File: src/rtl/pci_cmd_pkg.sv
package pci_cmd_pkg;

   typedef enum logic [3:0] {
      CMD_IDLE    = 4'h0,
      CMD_MEM_RD  = 4'h6,
      CMD_MEM_WR  = 4'h7,
      CMD_RD_MULT = 4'hC,
      CMD_RD_LINE = 4'hE,
      CMD_WR_INV  = 4'hF
   } pci_cmd_e;

   typedef struct packed {
      logic line_en;
      logic dev_inv;
      logic bus_inv;
      logic rd_line;
      logic rd_mult;
   } sel_mode_t;

   function automatic logic [31:0] umin(input logic [31:0] a, input logic [31:0] b);
      return (a < b) ? a : b;
   endfunction

endpackage

File: src/rtl/pci_line_size_check.sv
module pci_line_size_check #(
   parameter int CLS_W     = 8,
   parameter int LOG2_MIN  = 1,
   parameter int LOG2_MAX  = 7
) (
   input  logic [CLS_W-1:0] line_size,
   output logic             legal,
   output logic [CLS_W-1:0] mask
);
   localparam int N_SIZES = LOG2_MAX - LOG2_MIN + 1;

   logic [N_SIZES-1:0] hit;

   for (genvar g = 0; g < N_SIZES; g++) begin : g_size
      assign hit[g] = (line_size == (CLS_W'(1) << (g + LOG2_MIN)));
   end

   assign legal = |hit;
   assign mask  = line_size - CLS_W'(1);

   always_comb begin
      assert ($onehot0(hit)) else $error("a_r5_single_size: several sizes matched");
   end

endmodule

File: src/rtl/pci_cmd_decide.sv
module pci_cmd_decide
   import pci_cmd_pkg::*;
#(
   parameter int ADDR_W = 32,
   parameter int CNT_W  = 24,
   parameter int FIFO_W = 12,
   parameter int CLS_W  = 8,
   parameter int LEN_W  = 8
) (
   input  logic              is_write,
   input  sel_mode_t         mode,
   input  logic [CLS_W-1:0]  line_size,
   input  logic              size_legal,
   input  logic [CLS_W-1:0]  size_mask,
   input  logic [LEN_W-1:0]  max_burst,
   input  logic [ADDR_W-1:0] addr,
   input  logic [CNT_W-1:0]  remain_bytes,
   input  logic [FIFO_W-1:0] fifo_bytes,
   output pci_cmd_e          cmd,
   output logic [LEN_W-1:0]  len
);
   logic [31:0] rem_dw, fifo_dw, cls32, mask32, mb32, addr_dw;
   logic [31:0] offs, to_bnd, avail, len32;
   logic        aligned, line_ok, inv_on, rd_line_ok;

   assign rem_dw  = 32'(remain_bytes) >> 2;
   assign fifo_dw = 32'(fifo_bytes) >> 2;
   assign addr_dw = 32'(addr) >> 2;
   assign cls32   = 32'(line_size);
   assign mask32  = 32'(size_mask);
   assign mb32    = 32'(max_burst);

   assign offs    = addr_dw & mask32;
   assign aligned = (offs == 32'd0);
   assign to_bnd  = cls32 - offs;
   assign avail   = umin(rem_dw, fifo_dw);

   assign line_ok    = size_legal && (cls32 <= mb32);
   assign inv_on     = mode.line_en && mode.dev_inv && mode.bus_inv;
   assign rd_line_ok = mode.line_en && line_ok && aligned && (rem_dw >= cls32);

   always_comb begin
      cmd   = CMD_MEM_WR;
      len32 = '0;
      if (is_write) begin
         if (inv_on && line_ok && aligned && fifo_dw >= cls32 && rem_dw >= cls32) begin
            cmd   = CMD_WR_INV;
            len32 = umin(avail & ~mask32, mb32 & ~mask32);
         end else if (inv_on && line_ok && !aligned) begin
            cmd   = CMD_MEM_WR;
            len32 = umin(umin(avail, to_bnd), mb32);
         end else begin
            cmd   = CMD_MEM_WR;
            len32 = umin(avail, mb32);
         end
      end else begin
         len32 = umin(rem_dw, mb32);
         if (rd_line_ok && mode.rd_mult)      cmd = CMD_RD_MULT;
         else if (rd_line_ok && mode.rd_line) cmd = CMD_RD_LINE;
         else                                 cmd = CMD_MEM_RD;
      end
   end

   assign len = LEN_W'(len32);

endmodule

File: src/rtl/pci_cmd_hold.sv
module pci_cmd_hold
   import pci_cmd_pkg::*;
#(
   parameter int LEN_W = 8
) (
   input  logic             clk,
   input  logic             rst_n,
   input  logic             start,
   input  logic             done,
   input  pci_cmd_e         cmd_in,
   input  logic [LEN_W-1:0] len_in,
   output logic             busy,
   output pci_cmd_e         cmd_q,
   output logic [LEN_W-1:0] len_q
);
   always_ff @(posedge clk or negedge rst_n) begin
      if (!rst_n) begin
         busy  <= 1'b0;
         cmd_q <= CMD_IDLE;
         len_q <= '0;
      end else if (busy) begin
         if (done) busy <= 1'b0;
      end else if (start) begin
         busy  <= 1'b1;
         cmd_q <= cmd_in;
         len_q <= len_in;
      end
   end

   a_r2_take: assert property (@(posedge clk) disable iff (!rst_n)
      (!busy && start) |=> busy);

   a_r2_hold: assert property (@(posedge clk) disable iff (!rst_n)
      (busy && !done) |=> (busy && $stable(cmd_q) && $stable(len_q)));

   a_r3_release: assert property (@(posedge clk) disable iff (!rst_n)
      (busy && done) |=> (!busy && $stable(cmd_q) && $stable(len_q)));

endmodule

File: src/rtl/pci_cmd_select.sv
module pci_cmd_select
   import pci_cmd_pkg::*;
#(
   parameter int ADDR_W        = 32,
   parameter int CNT_W         = 24,
   parameter int FIFO_W        = 12,
   parameter int CLS_W         = 8,
   parameter int LEN_W         = 8,
   parameter int LINE_LOG2_MIN = 1,
   parameter int LINE_LOG2_MAX = 7
) (
   input  logic              clk,
   input  logic              rst_n,
   input  logic              start,
   input  logic              done,
   input  logic              is_write,
   input  logic              line_size_en,
   input  logic              dev_inv_en,
   input  logic              bus_inv_en,
   input  logic              rd_line_en,
   input  logic              rd_mult_en,
   input  logic [CLS_W-1:0]  line_size_dw,
   input  logic [LEN_W-1:0]  max_burst_dw,
   input  logic [ADDR_W-1:0] addr,
   input  logic [CNT_W-1:0]  remain_bytes,
   input  logic [FIFO_W-1:0] fifo_bytes,
   output logic              busy,
   output logic [3:0]        cmd,
   output logic [LEN_W-1:0]  burst_dw
);
   if (ADDR_W > 32 || CNT_W > 32 || FIFO_W > 32 || LEN_W > 31) begin : g_bad_width
      initial $fatal(1, "pci_cmd_select: a width exceeds 32 bits");
   end
   if (LINE_LOG2_MIN < 1 || LINE_LOG2_MIN > LINE_LOG2_MAX || LINE_LOG2_MAX >= CLS_W) begin : g_bad_size
      initial $fatal(1, "pci_cmd_select: line size range does not fit CLS_W");
   end

   sel_mode_t        mode;
   logic             size_legal;
   logic [CLS_W-1:0] size_mask;
   pci_cmd_e         cmd_d, cmd_q;
   logic [LEN_W-1:0] len_d;

   assign mode = '{line_en: line_size_en, dev_inv: dev_inv_en, bus_inv: bus_inv_en,
                   rd_line: rd_line_en,   rd_mult: rd_mult_en};

   pci_line_size_check #(
      .CLS_W(CLS_W), .LOG2_MIN(LINE_LOG2_MIN), .LOG2_MAX(LINE_LOG2_MAX)
   ) u_size (
      .line_size (line_size_dw),
      .legal     (size_legal),
      .mask      (size_mask)
   );

   pci_cmd_decide #(
      .ADDR_W(ADDR_W), .CNT_W(CNT_W), .FIFO_W(FIFO_W), .CLS_W(CLS_W), .LEN_W(LEN_W)
   ) u_decide (
      .is_write     (is_write),
      .mode         (mode),
      .line_size    (line_size_dw),
      .size_legal   (size_legal),
      .size_mask    (size_mask),
      .max_burst    (max_burst_dw),
      .addr         (addr),
      .remain_bytes (remain_bytes),
      .fifo_bytes   (fifo_bytes),
      .cmd          (cmd_d),
      .len          (len_d)
   );

   pci_cmd_hold #(.LEN_W(LEN_W)) u_hold (
      .clk    (clk),
      .rst_n  (rst_n),
      .start  (start),
      .done   (done),
      .cmd_in (cmd_d),
      .len_in (len_d),
      .busy   (busy),
      .cmd_q  (cmd_q),
      .len_q  (burst_dw)
   );

   assign cmd = cmd_q;

   a_r4_enables: assert property (@(posedge clk) disable iff (!rst_n)
      (start && !busy && is_write && !(line_size_en && dev_inv_en && bus_inv_en))
      |=> (cmd == 4'h7));

   a_r12_read_family: assert property (@(posedge clk) disable iff (!rst_n)
      (start && !busy && !is_write) |=> (cmd == 4'h6 || cmd == 4'hC || cmd == 4'hE));

   a_r13_read_cap: assert property (@(posedge clk) disable iff (!rst_n)
      (start && !busy && !is_write) |=> (burst_dw <= $past(max_burst_dw)));

   a_r9_inv_nonzero: assert property (@(posedge clk) disable iff (!rst_n)
      (busy && cmd == 4'hF) |-> (burst_dw != '0));

endmodule

File: config.mk
export PLATFORM = sky130hd
export DESIGN_NAME = pci_cmd_select
export DESIGN_NICKNAME = d
export VERILOG_FILES = /design/src/rtl/pci_cmd_pkg.sv /design/src/rtl/pci_line_size_check.sv /design/src/rtl/pci_cmd_decide.sv /design/src/rtl/pci_cmd_hold.sv /design/src/rtl/pci_cmd_select.sv
export SDC_FILE = /design/constraint.sdc
export NUM_CORES = 1
export LEC_CHECK = 0
export ABC_AREA = 1
export BUFFER_PORTS_ARGS = -buffer_cell sky130_fd_sc_hd__buf_2
export CAP_MARGIN = 15
export CORE_AREA = 2 2 106 108
export CTS_BUF_LIST = sky130_fd_sc_hd__clkbuf_4 sky130_fd_sc_hd__clkbuf_8
export CTS_CLUSTER_SIZE = 30
export DETAILED_ROUTE_END_ITERATION = 6
export DIE_AREA = 0 0 108 110
export PLACE_DENSITY = 0.6
export SLEW_MARGIN = 30
export SYNTH_ARGS = -nofsm -noshare
export SYNTH_HDL_FRONTEND = slang
export SYNTH_SLANG_ARGS = --single-unit
File: constraint.sdc
create_clock -name clk -period 3 [get_ports clk]
set_input_delay 0.3 -clock clk [delete_from_list [all_inputs] [get_ports clk]]
set_output_delay 0.3 -clock clk [all_outputs]
set_load 0.01 [all_outputs]
# Word level (Yosys, flattened, before mapping)
# Cells that the tools add are included.
word_totals:
  inputBits: 94
  word_cells: 59
  reg_bits: 13
  output_inout_bits: 13
op_classes:
  n_addsub: 2
  mux: 16
  reduce_logical: 17
  eq_ne: 7
  bitwise: 5
  magnitude_cmp: 9
ops:
  columns: ["cell", "count"]
  rows:
  - ["$mux 8", 7]
  - ["$lt 22x8->1", 2]
  - ["$and 22x32->32", 1]
  - ["$and 8x32->32", 1]
  - ["$logic_not 32->1", 1]
  - ["$lt 22x32->1", 1]
  - ["$lt 32x32->1", 1]
  - ["$lt 32x8->1", 1]
  - ["$mux 32", 1]
  - ["$not 8->32", 1]
  - ["$sub 8x32->32", 1]
  - ["$and 30x8->30", 1]
  - ["$ge 22x8->1", 1]
  - ["$lt 22x10->1", 1]
  - ["$mux 22", 1]
  - ["$mux 4", 4]
  - ["$logic_and 1x1->1", 13]
  - ["$ge 10x8->1", 1]
  - ["$eq 8x2->1 const B", 1]
  - ["$eq 8x3->1 const B", 1]
  - ["$eq 8x4->1 const B", 1]
  - ["$eq 8x5->1 const B", 1]
  - ["$eq 8x6->1 const B", 1]
  - ["$eq 8x7->1 const B", 1]
  - ["other kinds (8)", 10]

# Depth between registers and ports, before layout
# Gate-level depths: netlist of run 1.
logic_depth:
  word_depth: 10
  mapped_depth: 40
  mapped_depth_nobuf: 40

# By module
# Synthesis of run 1 repeated with hierarchy kept, for this count alone.
unflattened:
  cells_unflattened: 665
  hier_area_um2: 4212.8
by_module_without_submodules:
  columns: ["mod", "cells_per_inst", "n_inst", "area_per_inst_um2"]
  rows:
  - ["pci_cmd_decide", 559, 1, 3438.3]
  - ["pci_cmd_hold", 55, 1, 514.2]
  - ["pci_line_size_check", 51, 1, 260.2]

# Worst setup path after synthesis of run 1
# OpenSTA, ideal clock, no wires.
synth_timing:
  kind: "in2reg"
  start: "in line_size_dw[1]"
  end: "reg u_hold.len_q[1]"
  arrival_ps: 4669
  path_stages: 37
  setup_ps: 121
  path_slack_ps: -1790
  required_ps: 2879
  cell_sequence: "inv_1 > ha_1 > nor2_1 > inv_1 > ha_1 > a21oi_1 > o21bai_1 > nand2_1 > nand4_1 > nand2_1 > nand3_1 > nand3_1 > fa_1 > inv_1 > ha_1 > nand2_1 > nor2_1 > a211oi_1 > nand2_1 > nand2_1 > nand2_1 > nand2_2 > nand2_4 > buf_4 > o21a_1 > ha_1 > nand2_1 > o211ai_1 > inv_2 > nand2_8 > nand2_2 > nand3_1 > nand2_1 > nand2_1 > nand2_1 > nand2_1 > nand2_1"
synth_via:
  elab_chain_cells: 10
synth_rtl:
  columns: ["item", "line_no", "rtl"]
  rows:
  - ["from (decl)", "pci_cmd_select.sv:22", "input logic [CLS_W-1:0] line_size_dw,"]
  - ["$sub 8x1->8", "pci_line_size_check.sv:19", "assign mask = line_size - CLS_W'(1);"]
  - ["$and 30x8->30", "pci_cmd_decide.sv:33", "assign offs = addr_dw & mask32;"]
  - ["$sub 8x32->32", "pci_cmd_decide.sv:35", "assign to_bnd = cls32 - offs;"]
  - ["$lt 22x32->1", "pci_cmd_pkg.sv:21", "return (a < b) ? a : b;"]
  - ["$mux 32", "pci_cmd_pkg.sv:21", null]
  - ["$lt 32x8->1", "pci_cmd_pkg.sv:21", null]
  - ["$mux 8", "pci_cmd_pkg.sv:21", null]
  - ["$mux 8", "pci_cmd_decide.sv:49", "end else if (inv_on && line_ok && !aligned) begin"]
  - ["$mux 8 *", "pci_cmd_decide.sv:46", "if (inv_on && line_ok && aligned && fifo_dw >= cls32 && rem_dw >= cls32) begin"]
  - ["$mux 8 *", "pci_cmd_decide.sv:45", "if (is_write) begin"]
  - ["to (signal assigned)", "pci_cmd_hold.sv:26", "len_q <= len_in;"]
  - ["to (decl)", "pci_cmd_hold.sv:14", "output logic [LEN_W-1:0] len_q"]
# Mark *: on every way between the ends. The rest lies on a longest branch, timed or not.
# A chain may end at the register's enable or synchronous reset.

# Final worst setup path of run 1
layout_timing:
  start: "in line_size_dw[1]"
  end: "reg u_hold.len_q[6]"
# Same word-level chain as after synthesis.

==> run summary, run 1 <==
ANT nets after route - 0
CTS HTree Levels - 1
die height - 110 um
Tcrit/Tclk final - 162%
slowest stage cell, crit path - fa_1
TritonCTS clock tree - yes
combinational power share - 73.5%
Core ar. - 10700 um2
internal power - 0.821 mW
Num CTS Buffers - 3
Routed WL - 15300 um
via count - 5402
Pleak - 3.63 nW
min Tclk post-route - 4.85 ns
Clock Tree Buf Depth - 2
clk root buf - clkbuf_8
Starting Density - 39.1%
endpoint class of the critical path - register
Peak VDD IR - 0.227 mV
storage element area - 325 um2
placed cell count - 1051
DRC - 0
most used flip-flop cell after synthesis - dfrtp_1
first-pass GRT wire length - 24600 um
max cap viols - 0
DRT iter0 DRCs - 221
CP max FO - 8
drt wl/cell - 14.3 um
placed wire-length estimate - 13100 um
flop2flop setup slack - 1.24 ns
Sequential Power Share - 15.3%
status - complete, but fails checks
Setup Viol. Count Final - 8
fin util - 59.4%
Die X-Extent - 108 um
critical path class - in2reg
clk_lat worst skew - 0.24 ns
Worst Path Required - 3.18 ns
unrepaired setup endpoints after global routing - yes
share of layout cells above drive strength 1 - 36.1%
failing checks - setup timing
gr usage total - 26.0%
GP Congestion - 0.965
sw frac - 44.2%
# port buffers - 78
fin nets - 1115
Max Slew Vio Count - 0
final cell count without fillers - 1071
Yosys warning count - 0
Cells after Synth - 673
IO Count - 107
Max transition margin - 66.6%
#FFs+latches synth - 13
Final Instance Area - 6350 um2
Setup WS post-layout - -1.85 ns
largest net degree at the start of global routing - 19
post-synthesis average cell area - 6.22 um2
Hold Crit Class - in2reg
crit-path most repeated cell - nand2_1
drt first pass iters - 5
initial antenna violation count - 0
setup TNS - -14.38 ns
skew final - 0.00102 ns
Cell Pwr Density - 232 nW/um2
Psw - 0.650 mW
critical path arrival - 5.03 ns
most common cell after layout, fill and taps aside - nand2_1
commonest non-fill, non-tap cells in the layout - 175 x nand2_1, 166 x buf_4, 99 x inv_1
Core Rows - 38
ys async rst share - 100%
grt ovf - 0
final hold violations - 0
drt via density - 5.04
number of global-route vias before repair - 5296
FILL cells - 1043
Tightest Pin Transition - 0.500 ns
die footprint - 11900 um2
CP startpoint kind - input pin
Multi-input gate area - 3650 um2
Peak Freq - 0.206 GHz
Post-DP Area - 6010 um2
Area growth syn-to-layout - 51.7%
clock slew at the register clock pins of the worst setup and hold paths - 0.05 ns
Post-synth EDFFs - 0
worst stage delay on the critical path - 0.54 ns
clock network fraction of total power - 11.2%
antenna diode count - 0
Cell variety after synth - 48
clock sink count - 13
Post-Syn Area - 4190 um2
sequential area share after synthesis - 7.77%
[power groups by stage]
stage | clock [mW] | sequential (mW) | combinational (mW)
2_1_floorplan | 0 | 0.238 | 0.514
3_3_place_gp | 0 | 0.227 | 0.950
3_5_place_dp | 0 | 0.229 | 0.983
4_1_cts | 0.168 | 0.226 | 1.03
5_1_grt | 0.172 | 0.228 | 1.21
6_report | 0.165 | 0.226 | 1.08
[area by class of cell]
type | instances | share of cell area (%)
clock buffers | 4 | 0.768
inverters | 111 | 6.68
multi-input cells | 554 | 57.5
flip-flops and latches | 13 | 5.12
well taps | 140 | 2.76
repair buffers | 248 | 27.1
repair inverters | 1 | 0.0788
[critical path, delay by kind of cell]
kind,cells,cell delay [ns]
AND/OR/NAND/NOR,21,1.62
adder cells (fa/ha/maj),5,1.61
AO/OA/AOI/OAI,6,0.88
buffers and inverters,6,0.62
[what timing repair did]
action,4_1_cts,5_1_grt
resized for setup,15,18
hold buffers,1,0
buffers inserted,11,2
cloned,1,1
setup endpoints to repair,8,8
pin swaps,10,27
endpoints found under the hold margin,13,0
[per-layer routing]
metal	up-vias	GRT usage (%)	part of all wire [%]
li1	2738	-	-
met1	2463	32.1	43
met2	168	49.2	49
met3	33	1.53	5.1
met4	0	6.50	2.9
met5	-	0	0
[final timing paths]
check | from | endpoint | cells after the start
worst max-delay path | line_size_dw[1] | u_hold.len_q[6] | 38
worst min-delay path | done | u_hold.busy | 2
worst max register to register | u_hold.busy | u_hold.len_q[7] | 7
worst min register to register | u_hold.cmd_q[2] | u_hold.cmd_q[2] | 1
max in group asynchronous | rst_n | u_hold.cmd_q[0] | 2
min in group asynchronous | rst_n | u_hold.cmd_q[3] | 2
[stage by stage]
step	power [mW]	hold slack (ns)	worst slack [ns]
after CTS	1.42	0.276	-1.63
final	1.47	0.274	-1.85
after global placement	1.18	0.195	-1.82
after floorplan	0.753	0.00441	-1.58
after detailed placement	1.21	0.201	-2.00
after global routing	1.61	0.273	-2.14
[cell families (layout without fill, tap and decap cells)]
group | Yosys count | in the layout | synth area share [%]
simple gates | 320 | 321 | 35.0
compound gates | 126 | 126 | 18.2
buf+inv | 118 | 364 | 10.8
fa+ha+maj | 89 | 89 | 27.0
flops | 13 | 13 | 7.77
xor+xnor | 6 | 6 | 1.26
other cells | 1 | 12 | 0.0896
[registers in the layout (all words and copies together) (netlist names)]
signal	count
u_hold.len_q	8
u_hold.cmd_q	4
u_hold.busy	1
[cells in the mapped netlist, types with 6 or more instances]
cell type	n	area share (%)
nand2_2	24	3.6
nor2_1	47	4.2
o21ai_1	6	0.72
nand3_2	6	1.4
o21ai_0	37	4.4
o21a_1	9	1.6
nand4_1	10	1.5
dfrtp_1	13	7.8
a21oi_1	38	4.5
nand2_1	177	16
o211ai_1	14	2.5
inv_2	8	0.72
inv_1	103	9.2
ha_1	87	26
nand3_1	34	4.1
Power figures use the tool's default switching activity.
==> run 2, diff against run 1 <==
Settings changed: BUFFER_PORTS_ARGS -buffer_cell sky130_fd_sc_hd__buf_2 to default, DONT_BUFFER_PORTS from default to 1, PLACE_DENSITY 0.6 to 0.52, SYNTH_HIERARCHICAL from default to 1.
==> run 2 against run 1 <==
- the run still ends with setup timing left
- critical path depth decreased by 1
- maximum frequency decreased by 1.7%
- first-iteration DRC count decreased by 25%
- synthesized cell count decreased by 1.2%
- critical path type unchanged
==> run summary, run 2 <==
final hold violations - 0
drt wl/cell - 14.8 um
gr usage total - 24.0%
number of global-route vias before repair - 4913
largest net degree at the start of global routing - 21
slowest stage cell, crit path - fa_1
drt first pass iters - 5
combinational power share - 70.8%
Post-DP Area - 5300 um2
most common cell after layout, fill and taps aside - nand2_1
initial antenna violation count - 0
clock network fraction of total power - 11.2%
share of layout cells above drive strength 1 - 28.8%
Cells after Synth - 665
ys async rst share - 100%
ANT nets after route - 0
clk_lat worst skew - 0.23 ns
met2 Track Usage GR - 43.7%
skew final - 0.000334 ns
critical path class - in2reg
#FFs+latches synth - 13
die footprint - 11900 um2
critical path arrival - 5.10 ns
placed cell count - 924
Cell variety after synth - 45
Yosys warning count - 6
area leader, netlist - ha_1
Core Rows - 38
internal power - 0.788 mW
Max Slew Vio Count - 0
IO Count - 107
clock slew at the register clock pins of the worst setup and hold paths - 0.05 ns
Hold Crit Class - in2reg
max reg flops - 8
clock sink count - 13
Post-Syn Area - 4210 um2
Core ar. - 10700 um2
storage element area - 325 um2
commonest non-fill, non-tap cells in the layout - 163 x nand2_1, 134 x buf_4, 86 x ha_1
global routing's busiest layer - met2
Sequential Power Share - 18.0%
post-synth top area share - 27.3%
Tightest Pin Transition - 0.554 ns
Worst Path Required - 3.17 ns
endpoint class of the critical path - register
clk root buf - clkbuf_8
critical path buffer and inverter count - 5
via count - 4808
drt via density - 5.10
FILL cells - 1113
Hold WS - 0.173 ns
# port buffers - 0
TritonCTS clock tree - yes
setup TNS - -15.19 ns
top flop regs - u_hold/len_q (8), u_hold/cmd_q (4), u_hold/busy (1)
CP startpoint kind - input pin
placed wire-length estimate - 11900 um
first-pass GRT wire length - 22800 um
Peak VDD IR - 0.214 mV
Starting Density - 39.4%
Die X-Extent - 108 um
CTS HTree Levels - 1
worst stage delay on the critical path - 0.58 ns
DP Worst Slack - -2.14 ns
sw frac - 42.9%
Psw - 0.593 mW
final cell count without fillers - 943
CP top delay family - adder cells
Post-synth top cells - 172 x nand2_1, 92 x ha_1, 86 x inv_1, 54 x a21oi_1, 46 x nand3_1
unrepaired setup endpoints after global routing - yes
Post-synth EDFFs - 0
fin nets - 992
die height - 110 um
GP Congestion - 0.889
Tot Pwr - 1.38 mW
met1 Usage GRT - 29.3%
failing checks - setup timing
Multi-input gate area - 3690 um2
antenna diode count - 0
Pleak - 3.07 nW
Num CTS Buffers - 3
Setup Viol. Count Final - 8
post-synthesis average cell area - 6.34 um2
Max transition margin - 63.0%
DRT iter0 DRCs - 165
DRC - 0
fin util - 52.8%
Peak Freq - 0.203 GHz
most frequent cell after synthesis - nand2_1
Area growth syn-to-layout - 34.2%
Biggest register - u_hold/len_q
Final Instance Area - 5650 um2
Cell Pwr Density - 244 nW/um2
Routed WL - 13900 um
min Tclk post-route - 4.93 ns
most used flip-flop cell after synthesis - dfrtp_1
Clock Tree Buf Depth - 2
max cap viols - 0
sequential area share after synthesis - 7.72%
CP max FO - 6
met3 usage - 2.06%
status - complete, but fails checks
crit-path most repeated cell - nand2_1
Setup WS post-layout - -1.93 ns
synth top area cells - ha_1 27%, nand2_1 15%, dfrtp_1 7.7%
grt ovf - 0
Tcrit/Tclk final - 164%
run 2: kinds of logic (layout without fill, tap and decap cells):
| family | Yosys count | after routing | share of synthesized area [%] |
|---|---|---|---|
| other | 2 | 13 | 0.178 |
| adders and majority gates | 94 | 94 | 28.3 |
| and+or+nand+nor | 299 | 299 | 32.1 |
| DFF | 13 | 13 | 7.72 |
| AOI/OAI and AO/OA | 134 | 134 | 18.7 |
| buffers and inverters | 113 | 240 | 11.0 |
| xor gates and xnor gates | 10 | 10 | 2.08 |
run 2: power groups by stage:
| stage | Clock, mW | Combinational (mW) | Sequential (mW) |
|---|---|---|---|
| after floorplan | 0 | 0.543 | 0.247 |
| after global routing | 0.170 | 1.11 | 0.255 |
| after detailed placement | 0 | 0.870 | 0.253 |
| after CTS | 0.160 | 0.911 | 0.250 |
| after global placement | 0 | 0.846 | 0.252 |
| final | 0.154 | 0.978 | 0.249 |
run 2: area by class of cell:
class	instances	share of cell area, %
Multi-Input combinational cell	550	65.4
Timing Repair Buffer	136	18.2
Inverter	99	6.64
Sequential cell	13	5.76
Tap cell	140	3.10
Clock buffer	4	0.863
Timing Repair inverter	1	0.0886
run 2: metal layers:
| metal | part of all wire [%] | up-vias |
|---|---|---|
| li1 | - | 2487 |
| met1 | 43 | 2152 |
| met2 | 47 | 138 |
| met3 | 5.8 | 31 |
| met4 | 3.5 | 0 |
| met5 | 0 | - |
run 2: worst paths after layout:
| kind | slack, ns | start | to | depth (start not counted) |
|---|---|---|---|---|
| setup / recovery | -1.93 | line_size_dw[0] | u_hold/len_q[0] | 37 |
| max in group asynchronous | 2.14 | rst_n | u_hold/len_q[0] | 1 |
| hold reg to reg | 0.54 | u_hold/cmd_q[1] | u_hold/cmd_q[1] | 2 |
| setup reg to reg | 1.89 | u_hold/busy | u_hold/len_q[1] | 4 |
| hold / removal | 0.17 | done | u_hold/busy | 1 |
| min in group asynchronous | 0.50 | rst_n | u_hold/cmd_q[0] | 1 |
run 2: worst register-to-register path, delay by kind of cell, from the launching register on:
family,cells,cell delay [ns]
buf+inv,1,0.20
simple gates,3,0.37
flops,1,0.42
run 2: timing repair:
| item | 4_1_cts | 5_1_grt |
|---|---|---|
| gates cloned | 1 | 0 |
| setup endpoints to repair | 8 | 8 |
| pin swaps | 9 | 24 |
| hold endpoints to repair | 13 | 0 |
| gates resized for setup | 10 | 32 |
| setup buffers | 8 | 5 |
| hold buffers | 1 | 0 |
==> run 3, diff against run 2 <==
Settings changed: CELL_PAD_IN_SITES_DETAIL_PLACEMENT from default to 0, CELL_PAD_IN_SITES_GLOBAL_PLACEMENT from default to 1, PLACE_DENSITY 0.52 to 0.71.
==> run 3 against run 2 <==
- the flow still finishes with violations (setup timing)
- setup slack better by 0.087 ns
- hold slack worse by 0.010 ns
- total power is 1.2% higher
- critical endpoint is now u_hold/len_q[4]
- clock-buffer cell count stayed put
- sequential share of layout area hardly changed
- wire length is 5.4% higher
- non-clock buffer count is 9 higher
- core utilization is 0.29 points higher
- register-to-register slack hardly changed
- clock power is 4% higher
- maximum frequency is 1.8% higher
- critical path depth is 2 higher
==> run summary, run 3 (synthesized netlist as in run 2, its figures left out) <==
status - complete, but fails checks
failing checks - setup timing
drt wl/cell - 15.4 um
Area growth syn-to-layout - 34.9%
largest net degree at the start of global routing - 21
Hold Path Stages - 1
commonest non-fill, non-tap cells in the layout - 166 x nand2_1, 143 x buf_4, 86 x ha_1
setup TNS - -14.60 ns
Starting Density - 39.4%
Peak Freq - 0.206 GHz
GP Congestion - 0.949
Core Rows - 38
endpoint class of the critical path - register
storage element area - 325 um2
die footprint - 11900 um2
Max transition margin - 62.4%
top flop regs - u_hold/len_q (8), u_hold/cmd_q (4), u_hold/busy (1)
share of layout cells above drive strength 1 - 28.3%
Worst Path Required - 3.18 ns
CTS HTree Levels - 1
Max Slew Vio Count - 0
clock sink count - 13
clk_lat worst skew - 0.24 ns
critical path arrival - 5.02 ns
drt via density - 5.13
Final Instance Area - 5680 um2
via count - 4889
crit-path most repeated cell - nand2_1
clk root buf - clkbuf_8
IO Count - 107
placed cell count - 928
Worst Hold Launch - done
worst stage delay on the critical path - 0.48 ns
unrepaired setup endpoints after global routing - yes
max reg flops - 8
first-pass GRT wire length - 23300 um
most common cell after layout, fill and taps aside - nand2_1
TritonCTS clock tree - yes
Reg-to-Reg Start - u_hold/busy
skew final - 0.00315 ns
FILL cells - 1081
max cap viols - 0
Tcrit/Tclk final - 161%
DP Worst Slack - -2.12 ns
Multi-input gate area - 3650 um2
Hold Crit Class - in2reg
placed wire-length estimate - 12400 um
Worst R2R Path Depth - 4
final cell count without fillers - 953
Die X-Extent - 108 um
Pleak - 3.09 nW
ANT nets after route - 0
Tightest Pin Transition - 0.562 ns
grt ovf - 0
Num CTS Buffers - 3
flop2flop setup slack - 1.88 ns
# port buffers - 0
slowest stage cell, crit path - fa_1
reg-to-reg endpoint - u_hold/len_q[2]
final hold violations - 0
Hold Path End - u_hold/busy
Routed WL - 14700 um
number of global-route vias before repair - 4943
Cell Pwr Density - 246 nW/um2
clock slew at the register clock pins of the worst setup and hold paths - 0.05 ns
Biggest register - u_hold/len_q
CP startpoint kind - input pin
Core ar. - 10700 um2
min Tclk post-route - 4.84 ns
fin nets - 1002
Peak VDD IR - 0.231 mV
antenna diode count - 0
Setup WS post-layout - -1.84 ns
Setup Viol. Count Final - 8
Clock Tree Buf Depth - 2
drt first pass iters - 5
DRT iter0 DRCs - 169
initial antenna violation count - 0
gr usage total - 24.7%
Tot Pwr - 1.40 mW
Post-DP Area - 5330 um2
critical path class - in2reg
DRC - 0
CP max FO - 7
die height - 110 um
[run 3: cell count changes in the layout (fill, tap and decap cells not counted), moves of 2 or more]
cell,previous run,this run
inv_2,14,12
nand3_1,40,45
nand2_1,163,166
nand2_4,6,4
o21ai_1,6,8
nand3_2,8,3
o21ai_2,4,2
buf_4,134,143
[run 3: per-stage QoR]
stage               utilization [%]  hold slack, ns
floorplan                         -         0.00441
global placement               49.8         0.00465
detailed placement             49.8         0.00467
CTS                            52.0           0.163
global route                   53.1           0.159
finish                         53.1           0.163
[run 3: metal layers]
layer | share of wire (%) | track usage (%) | vias to the layer above
li1 | - | - | 2510
met1 | 43 | 29.4 | 2185
met2 | 47 | 44.6 | 150
met3 | 5.3 | 2.76 | 44
met4 | 4.6 | 11.6 | 0
met5 | 0 | 0 | -
[run 3: worst max-delay path: cells and delay by family]
family	cells	cell delay, ns
AND/OR/NAND/NOR	20	1.49
adder cells (fa/ha/maj)	5	1.44
AO/OA/AOI/OAI	7	0.95
buffers and inverters	6	0.65
XOR/XNOR	1	0.16
[run 3: worst max-delay path by stage]
stage | startpoint | end | cells after the start
after detailed placement | line_size_dw[1] | u_hold/len_q[7] | 40
after global routing | line_size_dw[0] | u_hold/len_q[3] | 39
after global placement | line_size_dw[0] | u_hold/len_q[7] | 36
after CTS | line_size_dw[0] | u_hold/len_q[7] | 40
final | line_size_dw[0] | u_hold/len_q[4] | 39
after floorplan | line_size_dw[0] | u_hold/len_q[7] | 39
[run 3: report_power, final]
| part | switching, mW | internal (mW) | leakage [nW] |
|---|---|---|---|
| logic | 0.509 | 0.478 | 2.91 |
| clock network | 0.0579 | 0.103 | 0.0262 |
| registers | 0.0412 | 0.210 | 0.162 |
[run 3: layout make-up]
cell class	count	share of cell area [%]
inverter	99	6.74
sequential	13	5.72
multi-input combinational	551	64.2
tap	140	3.08
timing repair inverter	1	0.0881
timing repair buffer	145	19.3
clock buffer	4	0.859
[run 3: what timing repair did]
item	4_1_cts	5_1_grt
cloned	2	0
endpoints found under the setup margin	8	8
hold buffers	1	0
buffers inserted	14	5
pin swaps	5	7
gates resized for setup	16	17
endpoints found under the hold margin	13	0
